File: src/rtl/phase_current_balancer.sv
module phase_current_balancer #(
  parameter int NPH       = 4,
  parameter int SW        = 10,
  parameter int CW        = 8,
  parameter int PERIOD    = 30,
  parameter int FULL_CODE = 200
) (
  input  logic              clk,
  input  logic              rst_n,
  input  logic [1:0]        phase_sel,
  input  logic              outputs_off,
  input  logic [NPH-1:0]    lowside_start,
  input  logic [NPH*SW-1:0] isense,
  output logic [NPH-1:0]    sample_stb,
  output logic [SW-1:0]     droop,
  output logic [NPH*CW-1:0] corr,
  output logic              oc_trip
);
  localparam int DLY  = PERIOD / 3;
  localparam int DW   = $clog2(DLY + 1);
  localparam int IW   = $clog2(NPH);
  localparam int SUMW = SW + IW;
  localparam int SH   = SUMW + 1;
  localparam int MUL  = ((1 << SH) + 2) / 3;
  localparam int PW   = SUMW + SH;
  localparam int TRIP = (FULL_CODE * 33 + 19) / 20;
  localparam logic signed [SW:0] CMAX = (SW+1)'(2 ** (CW - 1) - 1);
  localparam logic signed [SW:0] CMIN = (SW+1)'(-(2 ** (CW - 1)));

  logic [2:0]      nreq, nact;
  logic [NPH-1:0]  act;
  logic [SW-1:0]   samp [NPH];
  logic [SUMW-1:0] sum;
  logic [PW-1:0]   prod;
  logic [SW-1:0]   avg_n;
  logic            calc;

  assign nreq = (phase_sel == 2'd0) ? 3'd2 : (phase_sel == 2'd1) ? 3'd3 : 3'd4;
  assign nact = (nreq > 3'(NPH)) ? 3'(NPH) : nreq;

  for (genvar i = 0; i < NPH; i++) begin : g_ph
    logic [DW-1:0]        cnt;
    logic signed [SW:0]   diff;
    logic signed [CW-1:0] sat, corr_r;

    assign act[i]        = 3'(i) < nact;
    assign sample_stb[i] = (cnt == DW'(1));
    assign diff = $signed({1'b0, avg_n}) - $signed({1'b0, samp[i]});
    assign sat  = (diff > CMAX) ? CMAX[CW-1:0] :
                  (diff < CMIN) ? CMIN[CW-1:0] : diff[CW-1:0];
    assign corr[i*CW +: CW] = corr_r;

    always_ff @(posedge clk or negedge rst_n)
      if (!rst_n) begin
        cnt     <= '0;
        samp[i] <= '0;
        corr_r  <= '0;
      end else begin
        if (lowside_start[i]) cnt <= DW'(DLY);
        else if (cnt != '0)   cnt <= cnt - 1'b1;
        if (sample_stb[i])    samp[i] <= isense[i*SW +: SW];
        if (calc)             corr_r <= act[i] ? sat : '0;
      end
  end

  always_comb begin
    sum = '0;
    for (int i = 0; i < NPH; i++)
      if (act[i]) sum = sum + SUMW'(samp[i]);
  end

  assign prod = PW'(sum) * PW'(MUL);

  always_comb
    case (nact)
      3'd2:    avg_n = SW'(sum >> 1);
      3'd3:    avg_n = SW'(prod >> SH);
      default: avg_n = SW'(sum >> 2);
    endcase

  always_ff @(posedge clk or negedge rst_n)
    if (!rst_n) begin
      calc    <= 1'b0;
      droop   <= '0;
      oc_trip <= 1'b0;
    end else begin
      calc    <= sample_stb[IW'(nact - 3'd1)];
      oc_trip <= calc && (int'(avg_n) >= TRIP) && !outputs_off;
      if (calc) droop <= avg_n;
    end
endmodule

File: config.mk
export PLATFORM = sky130hd
export DESIGN_NAME = phase_current_balancer
export DESIGN_NICKNAME = d
export VERILOG_FILES = /design/src/rtl/phase_current_balancer.sv
export SDC_FILE = /design/constraint.sdc
export NUM_CORES = 1
export LEC_CHECK = 0
export ABC_AREA = 1
export ABC_CLOCK_PERIOD_IN_PS = 19300
export BUFFER_PORTS_ARGS = -buffer_cell sky130_fd_sc_hd__buf_4
export CELL_PAD_IN_SITES_DETAIL_PLACEMENT = 1
export CELL_PAD_IN_SITES_GLOBAL_PLACEMENT = 1
export CORE_MARGIN = 2
export CORE_UTILIZATION = 49
export DETAILED_ROUTE_END_ITERATION = 6
export GPL_TIMING_DRIVEN = 0
export HOLD_SLACK_MARGIN = 0.1
export PLACE_DENSITY_LB_ADDON = 0.05
export SYNTH_ARGS = -nofsm -noshare
export SYNTH_HDL_FRONTEND = slang
export SYNTH_SLANG_ARGS = --single-unit
File: constraint.sdc
create_clock -name clk -period 19.3 [get_ports clk]
set_input_delay 3.86 -clock clk [delete_from_list [all_inputs] [get_ports clk]]
set_output_delay 3.86 -clock clk [all_outputs]
set_load 0.005 [all_outputs]
After elaboration in Yosys (flattened, before gate mapping)
Cells that the tools add are included.

Add/subtract/negate cells: 12. Reduce and logical (&&, ||, !) cells: 12. Equality and inequality tests: 7. Mux-type cells: 30. Magnitude comparators: 15. Multiply operators: 1.

Operators with widths (count): $mux 8 (12); $gt 11x8->1 const B (4); $lt 11x8->1 const B (4); $sub 10x10->11 (4); $add 12x10->12 (3); $mux 12 (3); $mux 4 (8); $mul 12x12->23 const B (1); $pmux 10 s2 (1); $eq 4x1->1 const B (4); $reduce_bool 4->1 (4); $sub 4x1->4 const B (4); $ge 10x9->1 const B (1); $mux 10 (1); $mux 3 (3); $reduce_bool 2->1 (4); $eq 3x2->1 const B (2); $lt 1x3->1 const A (2); $lt 2x3->1 const A (2); $gt 3x3->1 const B (1); $lt 2x3->1 const B (1); $bmux 1 s2 (1); $eq 2x1->1 const B (1); $logic_and 1x1->1 (2); other kinds (4) (4).

Word-level logic and storage cells: 92. Input port bits: 49. Output and inout bits: 47. Flip-flop bits (word level): 100.

Longest topological paths before layout
Gate-level depths: netlist of run 1.

Depth in word-level cells: 20. Depth in mapped cells: 63. Mapped depth without buffers: 63.

Worst setup path after synthesis of run 1
OpenSTA, ideal clock, no wires.

Path kind: input -> register. Start point: input phase_sel[1]. End point: register g_ph[1].corr_r[1]. Data required time: 19168 ps. Slack: 7910 ps. Path buffers: 2. Arrival time: 11258 ps. Cell stages on the path: 41. Library setup time: 132 ps. Cell sequence: buf_6 -> nor2_2 -> clkbuf_1 -> o21ai_0 -> inv_1 -> ha_1 -> a21oi_1 -> o31ai_2 -> nand2_1 -> nand2_2 -> xor2_1 -> nand2_1 -> a21boi_0 -> ha_1 -> ha_1 -> inv_1 -> fa_1 -> inv_1 -> [5 not listed] -> nand2_1 -> nor4_1 -> nand4_1 -> nand2_1 -> a21oi_1 -> nor2_1 -> ha_1 -> inv_1 -> fa_1 -> nand2_1 -> o211ai_1 -> a21oi_1 -> o21ai_1 -> xnor2_1 -> nand2_1 -> o21ai_2 -> a21boi_1 -> o21ai_1.

Longest elaborated chain between the ends: 20. Elaborated cells on any way between the ends: 27. Those cells by class: add/sub: 4; mul: 1; order compare: 7; eq/ne: 3; mux: 11; reduce/logical: 1.

RTL lines: start: declaration (RTL line 10) `input logic [1:0] phase_sel,`; $eq 2x1->1 (RTL line 38) `assign nreq = (phase_sel == 2'd0) ? 3'd2 : (phase_sel == 2'd1) ? 3'd3 : 3'd4;`; $mux 3 (RTL line 38); $mux 3 * (RTL line 38); $gt 3x3->1 (RTL line 39) `assign nact = (nreq > 3'(NPH)) ? 3'(NPH) : nreq;`; $mux 3 * (RTL line 39); $lt 1x3->1 (RTL line 46) `assign act[i] = 3'(i) < nact;`; $mux 10 (RTL line 69) `if (act[i]) sum = sum + SUMW'(samp[i]);`; $add 12x10->12 (RTL line 69); [4 not listed]; $mux 12 (RTL line 69); $mul 12x12->23 (RTL line 72) `assign prod = PW'(sum) * PW'(MUL);`; $pmux 10 s2 (RTL line 75) `case (nact)`; $sub 10x10->11 (RTL line 48) `assign diff = $signed({1'b0, avg_n}) - $signed({1'b0, samp[i]});`; $lt 11x8->1 (RTL line 50) `(diff < CMIN) ? CMIN[CW-1:0] : diff[CW-1:0];`; $mux 8 (RTL line 50); $mux 8 (RTL line 49) `assign sat = (diff > CMAX) ? CMAX[CW-1:0] :`; $mux 8 * (RTL line 62) `if (calc) corr_r <= act[i] ? sat : '0;`; end signal: assignment (RTL line 62); end: declaration (RTL line 44) `logic signed [CW-1:0] sat, corr_r;`.

Every way passes the cells marked *; elsewhere a longest branch is shown, timed or not. A chain may end at the register's enable or synchronous reset.

Worst setup path in the final report of run 1
Start point: input phase_sel[0]. End point: register g_ph[0].corr_r[2].

Longest elaborated chain between the ends: 20. Elaborated cells on any way between the ends: 27. Those cells by class: add/sub: 4; mul: 1; order compare: 7; eq/ne: 3; mux: 11; reduce/logical: 1.

RTL lines (RTL line): $eq 2x1->1 (38); $mux 3 (38); $mux 3 * (38); $gt 3x3->1 (39); $mux 3 * (39); $lt 1x3->1 (46); $mux 10 (69); $add 12x10->12 (69); [4 not listed]; $mux 12 (69); $mul 12x12->23 (72); $pmux 10 s2 (75); $sub 10x10->11 (48); $lt 11x8->1 (50); $mux 8 (50); $mux 8 (49); $mux 8 * (62); end signal: assignment (62); end: declaration (44).

Marks and branches as above.

==> results of run 1 <==
[layer usage]
metal / vias to the layer above / wire length, um
li1: 4673 / -
met1: 4689 / 14250
met2: 197 / 15680
met3: 56 / 1027
met4: 0 / 983
met5: - / 0
[logic make-up (layout without fill, tap and decap cells)]
group | Yosys count | after routing | synth area share (%)
compound gates | 257 | 257 | 14.21
xor+xnor | 45 | 45 | 3.749
fa+ha+maj | 208 | 208 | 27.97
buf+inv | 256 | 367 | 9.272
flops | 100 | 100 | 23.80
simple gates | 509 | 509 | 21.00
[path summary, 6_finish.rpt]
| check | to | cells after the start | slack, ns |
|---|---|---|---|
| setup / recovery | g_ph[0].corr_r[2] | 41 | 5.85 |
| hold / removal | g_ph[1].corr_r[0] | 2 | 0.49 |
| setup reg to reg | g_ph[0].corr_r[2] | 52 | 7.71 |
| hold reg to reg | g_ph[1].corr_r[0] | 2 | 0.49 |
| max in group asynchronous | samp[26] | 2 | 15.36 |
| min in group asynchronous | samp[9] | 2 | 3.51 |
[cell usage after synthesis (5+ instances only)]
cell type                  count
sky130_fd_sc_hd__a21o_1        5
sky130_fd_sc_hd__a21oi_1      93
sky130_fd_sc_hd__a21oi_2       5
sky130_fd_sc_hd__a31oi_1      10
sky130_fd_sc_hd__clkbuf_1     19
sky130_fd_sc_hd__dfrtp_1     100
sky130_fd_sc_hd__fa_1         45
sky130_fd_sc_hd__ha_1        163
sky130_fd_sc_hd__inv_1       228
sky130_fd_sc_hd__inv_2         5
sky130_fd_sc_hd__nand2_1     305
sky130_fd_sc_hd__nand2_2      15
sky130_fd_sc_hd__nand3_1      62
sky130_fd_sc_hd__nand4_1       7
sky130_fd_sc_hd__nor2_1       70
sky130_fd_sc_hd__nor3_1       14
sky130_fd_sc_hd__o211ai_1     13
sky130_fd_sc_hd__o21ai_0      87
sky130_fd_sc_hd__o21ai_1      10
sky130_fd_sc_hd__o21bai_1      7
sky130_fd_sc_hd__o31ai_1       5
sky130_fd_sc_hd__or2_2        13
sky130_fd_sc_hd__xnor2_1      19
sky130_fd_sc_hd__xor2_1       26
[area by class of cell]
class | instances | area share (%)
sequential | 100 | 21.03
inverter | 235 | 7.434
timing repair buffer | 95 | 6.193
clock inverter | 7 | 0.6730
buffer | 21 | 0.7571
multi-input combinational | 1019 | 59.13
tap | 275 | 2.892
clock buffer | 9 | 1.893
[stage by stage]
stage	utilization [%]	instance area, sq um	hold WS, ns	setup WS, ns
after floorplan	-	10510	0.4726	7.910
after detailed placement	55.00	11560	0.4711	5.593
after global routing	56.60	11900	0.5118	5.303
final	56.60	11900	0.4866	5.850
after global placement	55.00	11560	0.4702	5.738
after CTS	56.46	11870	0.4927	5.900
[registers in the layout (all words and copies together), names as in the netlist]
signal,count
samp,40
g_ph.corr_r,32
g_ph.cnt,16
droop,10
calc,1
oc_trip,1
[placed cells by master (no fill, tap or decap), types with 3 or more instances in the layout]
cell type and n:
sky130_fd_sc_hd__nand2_1 305, sky130_fd_sc_hd__inv_1 228, sky130_fd_sc_hd__ha_1 163, sky130_fd_sc_hd__dfrtp_1 100, sky130_fd_sc_hd__buf_4 94, sky130_fd_sc_hd__a21oi_1 93, sky130_fd_sc_hd__o21ai_0 87, sky130_fd_sc_hd__nor2_1 70
sky130_fd_sc_hd__nand3_1 62, sky130_fd_sc_hd__fa_1 45, sky130_fd_sc_hd__xor2_1 26, sky130_fd_sc_hd__clkbuf_1 19, sky130_fd_sc_hd__xnor2_1 19, sky130_fd_sc_hd__nand2_2 15, sky130_fd_sc_hd__nor3_1 14, sky130_fd_sc_hd__or2_2 13
sky130_fd_sc_hd__o211ai_1 13, sky130_fd_sc_hd__o21ai_1 10, sky130_fd_sc_hd__a31oi_1 10, sky130_fd_sc_hd__clkbuf_16 9, sky130_fd_sc_hd__nand4_1 7, sky130_fd_sc_hd__o21bai_1 7, sky130_fd_sc_hd__inv_2 5, sky130_fd_sc_hd__o31ai_1 5
sky130_fd_sc_hd__a21o_1 5, sky130_fd_sc_hd__a21oi_2 5, sky130_fd_sc_hd__nor2_2 4, sky130_fd_sc_hd__nand3_2 4, sky130_fd_sc_hd__nor4_1 4, sky130_fd_sc_hd__o21ai_2 4, sky130_fd_sc_hd__nand2_4 3
[worst max-delay path: cells and delay by family]
family	cells	cell delay, ns
adders and majority gates	9	3.61
xor gates and xnor gates	1	0.16
and+or+nand+nor	12	2.24
buffers and inverters	8	1.00
AOI/OAI and AO/OA	11	2.81
==> results.md, run 1 <==
Finish:
- Leaving out filler cells and counting taps, the final layout contains 1761.
- The count of filler cells inserted in the layout is between 2000 and 3000.
- The signed area change from the synthesized netlist to the final layout is 13.19%.
- Of the cells placed in the final design, the portion with a size suffix greater than 1 is 11.78%.
- 0 antenna diodes ended up in the layout.
- The area taken by flip-flops and latches is 2502 sq um.
- The multi-input combinational cells in the finished layout cover a total of roughly 7000 sq um.
- The number of nets at the end of the flow is 1738.

Global routing:
- The all-layer global routing usage is between 20 and 30%.
- The largest net degree at the start of global routing is 101.
- For this run, global-route usage on met2 was measured as 51.64%.
- The first global-routing pass estimated just over 50000 um of wire.
- After global routing the overflow that remains totals 0.
- The met1 track demand over resource in global routing is 37.44%.
- For met3 alone, demand over resource in global routing was about 3.5%.
- The number of global-route vias before repair is roughly 10000.
- The most heavily used metal layer in global routing is met2.
- The number of antenna violations at the first check in global routing was 0.

Place:
- The half-perimeter wire length of the detailed placement result is 26550 um.
- The count of buffers from port buffering is 94.
- The weighted congestion at the end of routability-driven global placement is 0.9569.
- The number of placed instances, taps included, is 1744.

Setup path:
- STA classifies the critical path endpoint as a flip-flop.
- In this run the worst path has a maximum fanout of 10.
- The peak per-stage delay on the critical path is ~0.89 ns.
- The worst setup path is launched from an input pin.
- In this run the critical register-to-register path is launched from samp[22].
- The arrival time at the worst endpoint is 13.69 ns.
- For the worst setup path, the data required time is 19.54 ns.
- Counting stages on the worst path, the most repeated cell is sky130_fd_sc_hd__inv_1.
- The kind of critical path is in -> reg.
- The slowest stage of the critical path is the sky130_fd_sc_hd__a21boi_0 cell.
- The critical path launch point is phase_sel[0].

STA:
- The worst slew margin relative to its limit is around a quarter.
- The timing-limited maximum frequency is 74.35 MHz.
- The transition time at the pin with the least slew margin is 1.131 ns.
- The worst-case clock skew is around 0.019 ns.
- The final count of pins violating max slew is 0.
- Setup violations remaining at the end of the flow were counted as 0.
- The hold violation total from the final report is 0.
- Of the available clock period, the critical path in the final layout requires 69.69%.
- Adding up every negative setup slack in the final design gives 0 ns.
- Setup repair after global routing left no endpoint under its margin.
- The time the final worst path needs with I/O delays and setup is 13.45 ns.

Die:
- From left edge to right edge, the die measures 150.5 um.
- The total area inside the core boundary comes to around 21000 sq um.
- The initial core utilization is 50.01%.
- The floorplan step set the die height to around 150 um.
- During I/O placement, the number of pins put on the boundary was between 90 and 100.
- The count of standard-cell rows is 53.
- The overall die area is 22640 sq um.

Routing:
- Using the TritonRoute via totals, the vias-per-cell ratio works out to 5.460.
- The residual antenna-violating net count after detailed routing is 0.
- The detailed-route wire length is 31940 um.
- The pre-antenna-repair detailed-routing pass consisted of 5 iterations.
- The routed layout has 9615 vias.
- After detailed routing, the average wire length per cell comes to approximately 18 um.
- In this run, the number of DRC markers left after iteration 0 of detailed routing was 343.
- After detailed routing, the number of remaining DRC violations is 0.

CTS:
- The root buffer selected by CTS is sky130_fd_sc_hd__clkbuf_16.
- In this run the post-CTS setup repair buffer count came out at 0.
- Clock-pin slew was measured on the worst setup and hold paths at about 0.08 ns.
- The later pin in the worst-skew pair is clocked with a latency of 0.36 ns.
- The CTS sink count is 100.
- The longest clock path from root to sink contains 2 buffers.
- The number of buffers created by CTS is 9.
- The H-tree depth reported by CTS is 3.
- TritonCTS built the clock tree.
- The hold buffer count at cts is 0.
- The number of gates resized after cts is 0.

Logic synthesis:
- The post-synthesis average cell area is 7.646 sq um.
- The proportion of netlist area held by the largest area contributor is 23.80%.
- The library cell with the largest summed area after synthesis is sky130_fd_sc_hd__dfrtp_1.
- After synthesis, flip-flops and latches occupy 23.80% of the total area.
- The number of warnings issued by yosys is 0.
- Synthesis handed over a netlist of between 1000 and 1500 instances.
- Counting flops with an async set or reset pin after synthesis yields a share of 100.0%.
- By area the synthesized netlist is led by sky130_fd_sc_hd__dfrtp_1, sky130_fd_sc_hd__ha_1, sky130_fd_sc_hd__nand2_1, sky130_fd_sc_hd__fa_1, sky130_fd_sc_hd__inv_1.
- The cell area that synthesis handed to floorplanning was approximately 11000 sq um.
- The number of nets in the synthesized netlist is 1632.
- In this run, synthesis produced a sequential element count of 100.
- Counting flops with a built-in enable in the synthesized netlist gives 0.
- The dominant register cell in the synthesized netlist is sky130_fd_sc_hd__dfrtp_1.
- The count of cell types in the netlist is 53.

Status:
- The run finished with clean final reports.

Hold path:
- The source of the worst hold timing path is g_ph[1].corr_r[0].
- In this run the worst hold path is classified as reg -> reg.

Job:
- Across the run, the number of max-cap violations was 0.
Power of run 1 is left out: the tool's default activity adds up to more than one toggle a clock period on the data nets, which glitch-free logic cannot reach.
==> run 2: changes to the inputs <==
--- a/config.mk
+++ b/config.mk
@@ -5,13 +5,13 @@
 export SDC_FILE = /design/constraint.sdc
 export NUM_CORES = 1
 export LEC_CHECK = 0
-export ABC_AREA = 1
-export ABC_CLOCK_PERIOD_IN_PS = 19300
+export ABC_AREA = 0
+export ABC_CLOCK_PERIOD_IN_PS = 10800
 export BUFFER_PORTS_ARGS = -buffer_cell sky130_fd_sc_hd__buf_4
 export CELL_PAD_IN_SITES_DETAIL_PLACEMENT = 1
 export CELL_PAD_IN_SITES_GLOBAL_PLACEMENT = 1
 export CORE_MARGIN = 2
-export CORE_UTILIZATION = 49
+export CORE_UTILIZATION = 43
 export DETAILED_ROUTE_END_ITERATION = 6
 export GPL_TIMING_DRIVEN = 0
 export HOLD_SLACK_MARGIN = 0.1
==> constraint.sdc (replaced) <==
create_clock -name clk -period 10.8 [get_ports clk]
set_input_delay 2.16 -clock clk [delete_from_list [all_inputs] [get_ports clk]]
set_output_delay 2.16 -clock clk [all_outputs]
set_load 0.005 [all_outputs]
==> run 2 against run 1 <==
  * Wire length is 0.60% higher
  * Setup slack got worse by 5.8 ns
  * Clock skew is essentially flat
  * Cell area is 11% higher
  * Sequential share of layout area shrank 2.1 points
  * Critical path depth is 11 higher
  * Die area up 8.9%
  * Hold slack gained 0.011 ns
  * Area after synthesis shrank 4.2%
  * Count of clock-buffer cells in the layout increased by 1
  * Critical path type is now reg -> reg
  * Critical endpoint is now g_ph[0].corr_r[1]
  * Highest routed layer unchanged
==> results.md, run 2 <==
Setup path:
- The worst setup path is of the reg -> reg kind.
- The type of element capturing the critical path is a flip-flop.
- Grouping stages by cell kind, the critical path spends the most delay in adder cells.
- The count of cell instances traversed by the critical path is 52 (+27%).
- The count of buffer and inverter cells on the critical path came to 10 (+2).
- The slowest cell on the critical path is sky130_fd_sc_hd__fa_1.
- The critical path launch point is samp[20].
- The worst setup path is launched from a flip-flop.
- The worst-path maximum fanout was 7 (-3).
- The end point of the critical path is g_ph[0].corr_r[1].
- The arrival time at the worst endpoint is 10.99 ns (-2.70 ns).
- In this run the critical register-to-register path is launched from samp[20].
- The most repeated library cell on the critical path is sky130_fd_sc_hd__buf_4.
- The depth of the worst register-to-register path came to 52 (unchanged).
- The peak per-stage delay on the critical path is 0.49 ns (-0.40 ns).
- The required time at the worst-slack endpoint is 11.03 ns (-8.51 ns).
- The reg2reg setup slack is 0.04 ns (-7.67 ns).
- The endpoint of the most critical register-to-register path is g_ph[0].corr_r[1].

Logic synthesis:
- The library cell with the largest summed area after synthesis is sky130_fd_sc_hd__dfrtp_1.
- The post-synthesis average cell area was 9.006 sq um (+18%).
- The dominant register cell in the synthesized netlist is sky130_fd_sc_hd__dfrtp_1.
- The fraction of registers with async set/reset came to 100.0% (unchanged).
- By count the netlist is led by sky130_fd_sc_hd__ha_1, sky130_fd_sc_hd__inv_1, sky130_fd_sc_hd__dfrtp_1.
- The count of mapped cells out of synthesis was 1118 (-19%).
- The count of cell types in the netlist is 81 (+53%).
- The net count after synthesis is 1375 (-16%).
- The synthesized flop and latch total is 100 (unchanged).
- The part of the Yosys area used for sequential elements is 24.85% (+1.1 points).
- The post-synthesis instance area was 10070 sq um (-4.2%).
- By area the synthesized netlist is led by sky130_fd_sc_hd__dfrtp_1, sky130_fd_sc_hd__ha_1, sky130_fd_sc_hd__fa_1, sky130_fd_sc_hd__inv_1, sky130_fd_sc_hd__o21ai_0.
- The library cell with the highest instance count after synthesis is sky130_fd_sc_hd__ha_1.
- The number of enable flip-flop cells after synthesis came to 0 (unchanged).
- The proportion of netlist area held by the largest area contributor was 24.85% (+1.1 points).
- The number of warnings issued by yosys was 0 (unchanged).

Global routing:
- The total congestion overflow came to 0 (unchanged).
- The all-layer global routing usage is 24.78% (-4.5 points).
- The first-pass GRT wire length is 47540 um (-7.9%).
- The number of antenna violations at the first check in global routing is 0 (unchanged).
- The number of global-route vias before repair is 9128 (-12%).
- The largest net degree at the start of global routing is 101 (unchanged).

STA:
- The hold violation total from the final report is 0 (unchanged).
- The worst-case clock skew is 0.01925 ns (+0.0002624 ns).
- The final-report setup violation count was 0 (unchanged).
- In the finished design, the share of the clock period the worst path needs comes to 99.59%.
- The worst slew margin relative to its limit came to 45.54% (+22 points).
- The final count of pins violating max slew was 0 (unchanged).
- The timing-limited maximum frequency is 92.98 MHz.
- The transition time at the pin with the least slew margin came to 0.8170 ns (-0.3137 ns).
- The time the final worst path needs with I/O delays and setup is 10.76 ns.

Die:
- The count of standard-cell rows came to 55 (+3.8%).
- The width of the die is 157.0 um (+4.4%).
- The initial core utilization is 44.07% (-5.9 points).
- The area of the core region is 22850 sq um (+8.7%).
- The overall die area came to 24660 sq um (+8.9%).
- The number of top-level design ports is 96 (unchanged).
- The die extent in y was 157.0 um (+4.4%).

Finish:
- The number of nets at the end of the flow is 1564 (-10%).
- The flip-flop count of the largest register, all copies and words added is 40 (unchanged).
- The register with the most flip-flops in the final layout is samp.
- The count of filler cells inserted in the layout is 2575 (-4.2%).
- The share of the core filled with cells in the final layout is 57.95% (+1.3 points).
- The number of diodes added for antenna fixing is 0 (unchanged).
- In the final layout, the registers with the most flip-flops are samp x40, g_ph.corr_r x32, g_ph.cnt x16.
- The signed area change from the synthesized netlist to the final layout is 31.50%.
- In the layout the commonest cells are sky130_fd_sc_hd__buf_4, sky130_fd_sc_hd__inv_1, sky130_fd_sc_hd__ha_1, sky130_fd_sc_hd__dfrtp_1, sky130_fd_sc_hd__nand2_1.
- The proportion of layout cells with a drive suffix above 1 came to 30.11% (+18 points).
- Leaving out fill and tap cells, the most frequent cell in the layout is sky130_fd_sc_hd__buf_4.
- The final standard cell count with taps included and fillers excluded is 1625 (-7.7%).

CTS:
- The maximum buffer depth of the clock tree is 2 (unchanged).
- The H-tree depth reported by CTS is 3 (unchanged).
- The clock tree from TritonCTS is done.
- The number of buffers created by CTS is 9 (unchanged).
- The clock transition at the register clock pins on the worst setup and hold paths after CTS is 0.08 ns (about the same).
- Clock tree synthesis selected as its root buffer the cell sky130_fd_sc_hd__clkbuf_16.
- The hold buffer count at cts is 0 (unchanged).
- The latest clock arrival within the worst-skew pair is 0.37 ns (about the same).
- The CTS sink count is 100 (unchanged).

Status:
- The run finished with clean final reports.

Routing:
- The number of DRC violations after detailed routing is 0 (unchanged).
- The detailed-route wire length is 32130 um (+0.60%).
- The detailed-routing iteration count for the pre-antenna-repair pass was 4 (-1).
- The total vias in the final route is 8929 (-7.1%).
- The average routed wire per standard cell came to 19.77 um (+9.0%).
- The average vias per placed instance is 5.495 (+0.64%).
- The residual antenna-violating net count after detailed routing was 0 (unchanged).
- The number of violations reported at the end of detailed-routing iteration 0 is 320 (-6.7%).

Place:
- The post-placement cell count came to 1524 (-13%).
- The count of buffers from port buffering is 93 (-1.1%).
- The weighted congestion at the end of routability-driven global placement was 0.8913 (-6.9%).
- The half-perimeter wire length of the detailed placement result is 22940 um (-14%).

Hold path:
- The type of the worst min-delay path is reg -> reg.

Job:
- The max-cap violation count is 0 (unchanged).
==> run 2: changes by cell type after synthesis, moves of 7 or more <==
cell and delta:
sky130_fd_sc_hd__xnor2_1 +18, sky130_fd_sc_hd__nand2b_1 +13, sky130_fd_sc_hd__o21ai_1 -7, sky130_fd_sc_hd__inv_1 -70
sky130_fd_sc_hd__a21oi_1 -21, sky130_fd_sc_hd__or2_2 -7, sky130_fd_sc_hd__nand2_1 -210, sky130_fd_sc_hd__nor2b_1 +12
sky130_fd_sc_hd__a221o_1 +10, sky130_fd_sc_hd__mux2_2 +13, sky130_fd_sc_hd__nand2_2 -14, sky130_fd_sc_hd__nand3_1 -51
sky130_fd_sc_hd__a21o_1 +10
==> run 2: metrics by stage <==
| step | TNS, ns | area (sq um) | setup WS, ns | hold slack (ns) |
|---|---|---|---|---|
| 2_1_floorplan | 0 | 10080 | 0.03991 | 0.4760 |
| 3_3_place_gp | -58.57 | 11170 | -1.993 | 0.4789 |
| 3_5_place_dp | -62.91 | 11170 | -2.154 | 0.4853 |
| 4_1_cts | 0 | 12030 | 0.003508 | 0.5059 |
| 5_1_grt | -6.477 | 13240 | -0.3044 | 0.5246 |
| 6_report | 0 | 13240 | 0.04480 | 0.4974 |
==> run 2: worst min path at each step <==
| stage | slack, ns | start | end | cells past startpoint |
|---|---|---|---|---|
| floorplan | 0.48 | droop[0] | droop[0] | 2 |
| global placement | 0.48 | g_ph[0].corr_r[7] | g_ph[0].corr_r[7] | 2 |
| detailed placement | 0.49 | g_ph[0].corr_r[7] | g_ph[0].corr_r[7] | 2 |
| CTS | 0.51 | g_ph[0].corr_r[7] | g_ph[0].corr_r[7] | 2 |
| global route | 0.52 | g_ph[2].corr_r[7] | g_ph[2].corr_r[7] | 1 |
| finish | 0.50 | g_ph[0].corr_r[7] | g_ph[0].corr_r[7] | 2 |
==> run 2: routing by layer <==
metal	vias up	track usage, %	wire, um	part of all wire (%)
met5	-	0	0	0
met4	0	7.706	833	2.6
met3	54	3.111	1316	4.1
met2	165	43.80	16600	52
met1	4463	31.58	13380	42
li1	4247	-	-	-
==> run 2: kinds of logic (layout without fill, tap and decap cells) <==
group | Yosys count | after routing | share of synthesized area (%)
xor gates and xnor gates | 65 | 65 | 5.803
and+or+nand+nor | 257 | 257 | 12.00
buffers and inverters | 182 | 376 | 7.332
muxes | 20 | 20 | 2.187
AOI/OAI and AO/OA | 286 | 286 | 18.62
DFF | 100 | 100 | 24.85
adders and majority gates | 208 | 208 | 29.20
==> run 2: cell type report <==
class,instances,area (sq um),share of cell area (%)
repair buffers,178,1396,10.55
clock buffers,10,229.0,1.729
inverters,160,619.3,4.678
flip-flops and latches,100,2504,18.91
well taps,313,391.6,2.958
multi-input cells,836,7854,59.32
plain buffers,22,168.9,1.276
clock inverters,6,77.57,0.5859
==> run 2: repair_timing <==
action                                  in CTS  in global routing
pin swaps                                   38                102
endpoints found under the setup margin      32                 32
buffers inserted                            24                 60
resized for setup                           90                142
==> run 2: worst min-delay path, delay by kind of cell, from the launching register on <==
family	cells	cell delay (ns)
AOI/OAI and AO/OA	1	0.06
DFF	1	0.35
and+or+nand+nor	1	0.05
Power of run 2 is left out for the same reason.
==> run 3: changes to the inputs <==
--- a/config.mk
+++ b/config.mk
@@ -5,13 +5,13 @@
 export SDC_FILE = /design/constraint.sdc
 export NUM_CORES = 1
 export LEC_CHECK = 0
-export ABC_AREA = 0
+export ABC_AREA = 1
 export ABC_CLOCK_PERIOD_IN_PS = 10800
 export BUFFER_PORTS_ARGS = -buffer_cell sky130_fd_sc_hd__buf_4
 export CELL_PAD_IN_SITES_DETAIL_PLACEMENT = 1
 export CELL_PAD_IN_SITES_GLOBAL_PLACEMENT = 1
 export CORE_MARGIN = 2
-export CORE_UTILIZATION = 43
+export CORE_UTILIZATION = 41
 export DETAILED_ROUTE_END_ITERATION = 6
 export GPL_TIMING_DRIVEN = 0
 export HOLD_SLACK_MARGIN = 0.1
==> run 3 against run 2 <==
  * Sequential cell count is the same
  * Global-route usage shrank 0.58 points
  * Hold slack lost 0.0069 ns
  * Die area grew 9.3%
  * Setup slack gained 0.51 ns
  * Register-to-register slack gained 0.53 ns
  * Count of clock-buffer cells in the layout shrank 1
  * First-iteration DRC count grew 2.2%
  * Highest routed layer unchanged
==> results.md, run 3 (synthesis gave the netlist of run 1 again) <==
Global routing:
- The number of global-route vias before repair is 9935 (+8.8%).
- The first-pass GRT wire length was 50760 um (+6.8%).
- The number of antenna violations at the first check in global routing came to 0 (unchanged).
- The total congestion overflow is 0 (unchanged).
- The all-layer global routing usage is 24.20% (-0.58 points).
- The largest net degree at the start of global routing is 101 (unchanged).

Finish:
- The flip-flop count of the largest register, all copies and words added was 40 (unchanged).
- The proportion of layout cells with a drive suffix above 1 is 17.65% (-12 points).
- The largest registers in the layout are samp x40, g_ph.corr_r x32, g_ph.cnt x16.
- The largest register by flop count is samp.
- Compared with the post-synthesis result, the final layout area differs by 19.16%.
- The post-layout instance area is 12530 sq um (-5.4%).
- The area of the multi-input gates is 7413 sq um (-5.6%).
- The area taken by flip-flops and latches is 2505 sq um (about the same).
- The most frequent standard cell in the layout excluding fill and tap cells is sky130_fd_sc_hd__nand2_1.
- The count of filler cells inserted in the layout was 3160 (+23%).
- The top cell types in the final layout, fill and taps aside, are sky130_fd_sc_hd__nand2_1, sky130_fd_sc_hd__inv_1, sky130_fd_sc_hd__ha_1, sky130_fd_sc_hd__buf_4, sky130_fd_sc_hd__dfrtp_1.
- The share of the core filled with cells in the final layout is 49.75% (-8.2 points).
- The number of diodes added for antenna fixing is 0 (unchanged).
- The number of nets at the end of the flow is 1759 (+12%).

Setup path:
- The arrival time at the worst endpoint came to 10.55 ns (-0.44 ns).
- The worst-path maximum fanout is 10 (+3).
- The slowest cell on the critical path is sky130_fd_sc_hd__fa_1.
- The reg-to-reg startpoint is samp[20].
- The setup path with the least slack is of type in -> reg.
- The type of element capturing the critical path is a flip-flop.
- The peak per-stage delay on the critical path is 0.58 ns (+0.09 ns).
- The reg2reg setup slack is 0.57 ns (+0.53 ns).
- The endpoint of the most critical register-to-register path is g_ph[3].corr_r[4].
- The required time at the worst-slack endpoint came to 11.10 ns (+0.07 ns).
- The depth of the worst register-to-register path came to 53 (+1.9%).
- STA classifies the critical path startpoint as an input pin.

Place:
- The count of buffers from port buffering is 94 (+1.1%).
- The half-perimeter wire length of the detailed placement result is 26140 um (+14%).
- The post-place instance area is 11630 sq um (+4.2%).
- The weighted congestion at the end of routability-driven global placement is 0.8972 (+0.66%).

Routing:
- The number of DRC violations after detailed routing is 0 (unchanged).
- The residual antenna-violating net count after detailed routing is 0 (unchanged).
- The total vias in the final route is 9433 (+5.6%).
- The number of violations reported at the end of detailed-routing iteration 0 was 327 (+2.2%).
- The average routed wire per standard cell came to 17.16 um (-13%).
- The detailed-route wire length is 31520 um (-1.9%).
- The average vias per placed instance came to 5.135 (-6.5%).
- The detailed-routing iteration count for the pre-antenna-repair pass is 4 (unchanged).

Job:
- The max-cap violation count is 0 (unchanged).

STA:
- The time the final worst path needs with I/O delays and setup is 10.25 ns (-0.5050 ns).
- The final-report setup violation count is 0 (unchanged).
- The transition time at the pin with the least slew margin is 0.9676 ns (+0.1506 ns).
- The worst-case clock skew was 0.01227 ns (-0.006977 ns).
- The final count of pins violating max slew was 0 (unchanged).
- The hold violation total from the final report is 0 (unchanged).
- The worst slew margin relative to its limit came to 34.81% (-11 points).
- The final critical-path share of the clock period came to 94.91% (-4.7 points).
- Setup repair after global routing could not meet its margin everywhere.
- The timing-limited maximum frequency is 97.56 MHz (+4.9%).

CTS:
- The number of buffers created by CTS is 9 (unchanged).
- TritonCTS built the clock tree.
- The H-tree depth reported by CTS is 3 (unchanged).
- Clock tree synthesis selected as its root buffer the cell sky130_fd_sc_hd__clkbuf_16.
- The clock transition at the register clock pins on the worst setup and hold paths after CTS was 0.08 ns (about the same).
- The latest clock arrival within the worst-skew pair was 0.36 ns (about the same).
- The maximum buffer depth of the clock tree is 2 (unchanged).
- The CTS sink count was 100 (unchanged).

Die:
- The count of standard-cell rows is 58 (+5.5%).
- The overall die area was 26940 sq um (+9.3%).
- The area of the core region came to 25180 sq um (+10%).
- The width of the die is 164.1 um (+4.5%).
- The die extent in y is 164.1 um (+4.5%).
- The initial core utilization came to 41.75% (-2.3 points).
- The number of top-level design ports is 96 (unchanged).

Hold path:
- The hold path endpoint is droop[8].
- The cell depth of the worst hold path is 2 (unchanged).
- In this run the most critical hold path is launched from droop[8].
- The type of the worst min-delay path is reg -> reg.

Status:
- The run finished with clean final reports.
==> run 3: final cells by class <==
cell class,count,share of cell area [%]
well taps,330,3.296
repair buffers,117,7.201
plain buffers,20,0.7491
multi-input cells,1019,59.18
flip-flops and latches,100,20.00
clock buffers,9,1.798
inverters,235,7.141
clock inverters,7,0.6392
==> run 3: worst max path at each step <==
stage                            start  cells past startpoint                 to  slack [ns]
final                     phase_sel[0]                     46  g_ph[3].corr_r[4]        0.55
after global routing          samp[20]                     51  g_ph[0].corr_r[4]       -0.09
after floorplan           phase_sel[1]                     41  g_ph[1].corr_r[1]        1.11
after global placement    phase_sel[0]                     41  g_ph[0].corr_r[2]       -1.14
after CTS                     samp[20]                     48  g_ph[0].corr_r[4]        0.03
after detailed placement  phase_sel[0]                     41  g_ph[0].corr_r[6]       -1.21
==> run 3: what timing repair did <==
action	4_1_cts	5_1_grt
resized for setup	11	86
pin swaps	0	16
hold buffers	0	0
buffers inserted	0	22
gates cloned	0	0
setup endpoints to repair	32	32
==> run 3: critical path: cells and delay by family <==
family / cells / cell delay, ns
XOR/XNOR: 2 / 0.41
AO/OA/AOI/OAI: 14 / 2.07
adder cells (fa/ha/maj): 8 / 3.28
buffers and inverters: 7 / 0.72
AND/OR/NAND/NOR: 15 / 1.89
==> run 3: stage by stage <==
step                setup TNS, ns  setup slack, ns  std cells  hold WS [ns]
detailed placement         -32.76           -1.211       1799        0.4721
CTS                             0          0.03209       1814        0.4936
floorplan                       0            1.110       1375        0.4726
global route              -0.8894         -0.09208       1837        0.5170
global placement           -31.36           -1.138       1799        0.4777
finish                          0           0.5498       1837        0.4905
==> run 3: per-layer routing <==
metal / vias up / track usage (%) / part of all wire (%) / wire, um
li1: 4721 / - / - / -
met1: 4565 / 31.89 / 47 / 14720
met2: 117 / 41.80 / 48 / 15260
met3: 30 / 3.258 / 3.1 / 980
met4: 0 / 6.100 / 1.8 / 563
met5: - / 0 / 0 / 0
Power of run 3 is left out for the same reason.
